`config.mk`:
```
export PLATFORM = sky130hd
export DESIGN_NAME = glitchfree_clk_divider
export DESIGN_NICKNAME = d
export VERILOG_FILES = /design/src/rtl/clkdiv_pkg.sv /design/src/rtl/clkdiv_cycle_counter.sv /design/src/rtl/clkdiv_phase_reg.sv /design/src/rtl/glitchfree_clk_divider.sv
export SDC_FILE = /design/constraint.sdc
export NUM_CORES = 1
export LEC_CHECK = 0
export BUFFER_PORTS_ARGS = -buffer_cell sky130_fd_sc_hd__buf_2
export CELL_PAD_IN_SITES_DETAIL_PLACEMENT = 1
export CELL_PAD_IN_SITES_GLOBAL_PLACEMENT = 1
export CORE_AREA = 3 3 40 42
export DETAILED_ROUTE_END_ITERATION = 10
export DIE_AREA = 0 0 43 45
export PLACE_DENSITY = 0.46
export SLEW_MARGIN = 20
export SYNTH_ARGS = -nofsm -noshare
export SYNTH_HDL_FRONTEND = slang
export SYNTH_SLANG_ARGS = --single-unit
```
`constraint.sdc`:
```
create_clock -name clk_in -period 3.8 [get_ports clk_in]
set_input_delay 0 -clock clk_in [delete_from_list [all_inputs] [get_ports clk_in]]
set_output_delay 0 -clock clk_in [all_outputs]
set_load 0.005 [all_outputs]
```
`src/rtl/clkdiv_pkg.sv`:
```
package clkdiv_pkg;

   typedef enum logic {
      PH_LOW  = 1'b0,
      PH_HIGH = 1'b1
   } phase_e;

   function automatic int unsigned cnt_width(input int unsigned terminal);
      if (terminal <= 2) return 1;
      return $clog2(terminal);
   endfunction

endpackage

```
`src/rtl/clkdiv_cycle_counter.sv`:
```
module clkdiv_cycle_counter #(
   parameter int unsigned TERMINAL = 100,
   parameter int unsigned CNT_W    = 7
) (
   input  logic clk,
   input  logic rst,
   output logic tick
);

   localparam logic [CNT_W-1:0] LAST = CNT_W'(TERMINAL - 1);

   initial begin
      if (TERMINAL < 2)
         $error("clkdiv_cycle_counter: TERMINAL must be at least 2");
      if ((64'd1 << CNT_W) < 64'(TERMINAL))
         $error("clkdiv_cycle_counter: CNT_W too narrow for TERMINAL");
   end

   logic [CNT_W-1:0] cnt_q;
   logic             at_last;

   assign at_last = (cnt_q == LAST);

   always_ff @(posedge clk) begin
      if (rst)          cnt_q <= '0;
      else if (at_last) cnt_q <= '0;
      else              cnt_q <= cnt_q + 1'b1;
   end

   assign tick = at_last && !rst;

   // reset leaves the count at zero
   a_r1_cnt_cleared: assert property (@(posedge clk) rst |=> (cnt_q == '0));

   // count never leaves the half-period range, so phases cannot stretch
   a_r3_cnt_in_range: assert property (@(posedge clk) disable iff (rst)
      (cnt_q <= LAST));

   // a pulse is always followed by a fresh count from zero
   a_r2_wrap_to_zero: assert property (@(posedge clk) disable iff (rst)
      tick |=> (cnt_q == '0));

endmodule

```
`src/rtl/clkdiv_phase_reg.sv`:
```
module clkdiv_phase_reg
   import clkdiv_pkg::*;
(
   input  logic clk,
   input  logic rst,
   input  logic toggle,
   output logic phase
);

   phase_e st_q, st_d;

   always_comb begin
      st_d = st_q;
      if (toggle) begin
         case (st_q)
            PH_LOW:  st_d = PH_HIGH;
            PH_HIGH: st_d = PH_LOW;
            default: st_d = PH_LOW;
         endcase
      end
   end

   always_ff @(posedge clk) begin
      if (rst) st_q <= PH_LOW;
      else     st_q <= st_d;
   end

   assign phase = st_q;

   // reset dominates any pending toggle
   a_r7_reset_wins: assert property (@(posedge clk) rst |=> (phase == 1'b0));

endmodule

```
`src/rtl/glitchfree_clk_divider.sv`:
```
module glitchfree_clk_divider #(
   parameter int unsigned HALF_PERIOD = 100
) (
   input  logic clk_in,
   input  logic rst,
   output logic clk_out
);

   localparam int unsigned CNT_W = clkdiv_pkg::cnt_width(HALF_PERIOD);

   initial begin
      if (HALF_PERIOD < 1)
         $error("glitchfree_clk_divider: HALF_PERIOD must be at least 1");
   end

   logic tick;
   logic phase;

   generate
      if (HALF_PERIOD == 1) begin : g_every_cycle
         assign tick = !rst;
      end else begin : g_counted
         clkdiv_cycle_counter #(
            .TERMINAL (HALF_PERIOD),
            .CNT_W    (CNT_W)
         ) cnt_i (
            .clk  (clk_in),
            .rst  (rst),
            .tick (tick)
         );
      end
   endgenerate

   clkdiv_phase_reg phase_i (
      .clk    (clk_in),
      .rst    (rst),
      .toggle (tick),
      .phase  (phase)
   );

   assign clk_out = phase;

   // the output moves only on an edge where a toggle pulse was present
   a_r6_change_needs_tick: assert property (@(posedge clk_in) disable iff (rst)
      (clk_out != $past(clk_out)) |-> ($past(tick) || $past(rst)));

   // held reset keeps the output low
   a_r1_out_low: assert property (@(posedge clk_in) rst |=> !clk_out);

endmodule

```
==> out/qor.csv <==
stage,metric,value,unit
status,status,"complete, no violations",
setup_path,Worst setup EP type,flop,
setup_path,CP Max Fanout,5,
drt,DR vias/cell,4.696,
logic_synthesis,Synth top area share,46.21,%
setup_path,R2R cell count,4,
power,Power per Cell Area,400.6,nW/um^2
cells_and_area,Fill cells,155,
logic_synthesis,Yosys top cell by area,dfxtp_1,
setup_path,CP required,3.93,ns
clock_network,post-CTS setup buffer count,0,
floorplanning,Initial Utilization,26.97,%
cells_and_area,fraction of layout instances using a drive strength above 1,17.07,%
setup_path,flop2flop setup slack,2.45,ns
setup_path,Top Family by Delay on Critical Path,compound AO/OA/AOI/OAI gates,
setup_path,CP Launch Point,g_counted.cnt_i.cnt_q[0],
setup_path,Reg-to-Reg End,g_counted.cnt_i.cnt_q[2],
clock_network,cts bufs inserted,3,
cells_and_area,Finished Layout Cells,56,
timing,slew margin rel.,73.16,%
drt,met3 WL,24,um
power,Leak Pwr,0.1438,nW
placement,pre-CTS setup slack,2.426,ns
drt,routed len/inst,12.30,um
power,maximum VDD drop,0.1380,mV
setup_path,crit path DAT,1.48,ns
clock_network,root buf cell,clkbuf_4,
clock_network,post_cts resized,0,
floorplanning,Core ar.,1285,um^2
clock_network,maximum buffer depth of the clock tree,2,
hold_path,HP Class,flop to flop,
grt,Congestion Overflow GR,0,
placement,Buffers on Ports,2,
drt,DR iter-0 viols,2,
grt,first-pass GRT wire length,1.110,mm
hold_path,Hold Crit Endpoint,g_counted.cnt_i.cnt_q[0],
setup_path,RR Startpoint,g_counted.cnt_i.cnt_q[0],
grt,GRT Total Usage,8.583,%
cells_and_area,ant diodes,0,
drt,metal2 WL,320,um
drt,M1 WL,331,um
timing,TNS Setup,0,ns
clock_network,"Clk pin slew, worst setup/hold paths",0.06,ns
timing,Final WS setup,2.452,ns
timing,Tcrit/Tclk final,35.47,%
logic_synthesis,mapped cell area,346.6,um^2
clock_network,latest clock arrival within the worst-skew pair,0.25,ns
clock_network,hold-fix buffers at CTS,1,
logic_synthesis,#FFs+latches synth,8,
floorplanning,Die W,43,um
setup_path,worst-path cell with the longest stage delay,o21bai_1,
logic_synthesis,Syn Inst Count,35,
timing,final slew viol count,0,
placement,# placed instances,52,
logic_synthesis,largest cells by area after synthesis,"dfxtp_1 (46%), nand4bb_4 (7.9%), nor2_1 (5.4%)",
run,max_cap viols,0,
cells_and_area,multi-input combinational cell area,182.7,um^2
timing,RSZ-0062 raised after global routing,no,
grt,pin count of the biggest net entering global routing,7,
setup_path,cells along the critical path,"ha_1, nand4bb_4, o21bai_1, nor2_1",
timing,FMAX,0.7420,GHz
drt,final WL,689,um
timing,Final Critical Period,1.348,ns
drt,post-route ant nets,0,
floorplanning,IO Pins,3,
floorplanning,Die H,45,um
floorplanning,die area,1935,um^2
cells_and_area,"most common cell after layout, fill and taps aside",dfxtp_1,
cells_and_area,Nets,46,
cells_and_area,"commonest non-fill, non-tap cells in the layout","dfxtp_1 (8), nor2_1 (5), a21oi_1 (3), clkbuf_4 (3)",
timing,final setup fails,0,
clock_network,# H-tree levels,1,
logic_synthesis,library cells used by synthesis,17,
drt,detailed-route DRC error count,0,
drt,DR vias,263,
timing,final hold vios,0,
hold_path,hold_sp,g_counted.cnt_i.cnt_q[0],
grt,vias in the first global route,274,
setup_path,Startpoint Class,flop,
clock_network,TritonCTS Sinks,8,
hold_path,Hold Path Stages,1,
logic_synthesis,number of synthesis warnings,0,
clock_network,CTS tree,built,
logic_synthesis,sequential-to-total area share from yosys stat,46.21,%
setup_path,crit path kind,flop to flop,
timing,Worst Skew,0.004137,ns
placement,GPL Wtd Cong,0.7053,
drt,1st-pass router iterations,2,
logic_synthesis,"Net Count, Synth",38,
cells_and_area,FF+latch area,160.2,um^2
grt,initial antenna violation count,0,
placement,DP Wirelength,500.3,um
setup_path,Worst Path Buf+Inv,0,
logic_synthesis,Mean Syn Cell Area,9.902,um^2
timing,slew at the pin closest to its max-slew limit,0.4018,ns
cells_and_area,Layout area overhead,17.69,%
floorplanning,FP Rows,13,
setup_path,critical path's largest stage delay,0.36,ns
drt,DR top layer,met4,
-- sequential cells by signal (all words and copies together), names as in the netlist --
register,flops
g_counted.cnt_i.cnt_q,7
phase_i.phase,1
-- report_power, final --
part	switching (W)	leakage (nW)	internal (W)	total [W]
clock network	0.0000296	0.0138	0.0000362	0.0000658
registers	0.00000229	0.0651	0.0000867	0.0000890
logic	0.00000420	0.0649	0.00000448	0.00000868
total	0.0000361	0.144	0.000127	0.000163
-- logic make-up after synthesis --
group                      synth area share, %
adders and majority gates                3.610
xor gates and xnor gates                 7.583
DFF                                      46.21
buffers and inverters                    1.082
and+or+nand+nor                          29.24
AOI/OAI and AO/OA                        9.386
muxes                                    2.888
-- cell usage after synthesis --
cell type  count
dfxtp_1        8
nor2_1         5
a21oi_1        3
nand2_1        2
nand3_1        2
o21ai_0        2
or3_1          2
xor2_1         2
ha_1           1
inv_1          1
mux2i_1        1
nand2b_4       1
nand4_1        1
nand4bb_4      1
nor3_1         1
o21bai_1       1
xnor2_1        1
-- area by class of cell --
class / instances / share of cell area [%]
inverter: 1 / 0.9202
multi-input combinational: 26 / 44.79
tap: 15 / 4.601
clock buffer: 3 / 5.521
timing repair buffer: 3 / 4.908
sequential: 8 / 39.26
-- worst max path at each step --
stage / to / cells after the start
3_3_place_gp: g_counted.cnt_i.cnt_q[2] / 4
6_report: g_counted.cnt_i.cnt_q[2] / 4
2_1_floorplan: phase_i.phase / 4
3_5_place_dp: g_counted.cnt_i.cnt_q[2] / 4
5_1_grt: g_counted.cnt_i.cnt_q[5] / 4
4_1_cts: g_counted.cnt_i.cnt_q[2] / 4
-- per-layer routing --
| metal | track usage, % | vias up |
|---|---|---|
| li1 | - | 135 |
| met1 | 8.454 | 119 |
| met2 | 13.17 | 5 |
| met3 | 3.586 | 4 |
| met4 | 9.036 | 0 |
| met5 | 0 | - |
-- through the flow --
step           total power [W]  utilization (%)  hold WS [ns]  area (um^2)
2_1_floorplan       0.00009621                -       0.06907        346.6
3_3_place_gp        0.00009870            29.21        0.2115        375.4
3_5_place_dp        0.00009890            29.21        0.2133        375.4
4_1_cts              0.0001682            31.74        0.4529        407.9
5_1_grt              0.0001745            31.74        0.4927        407.9
6_report             0.0001634            31.74        0.4513        407.9
(Power assumes the default switching activity.)
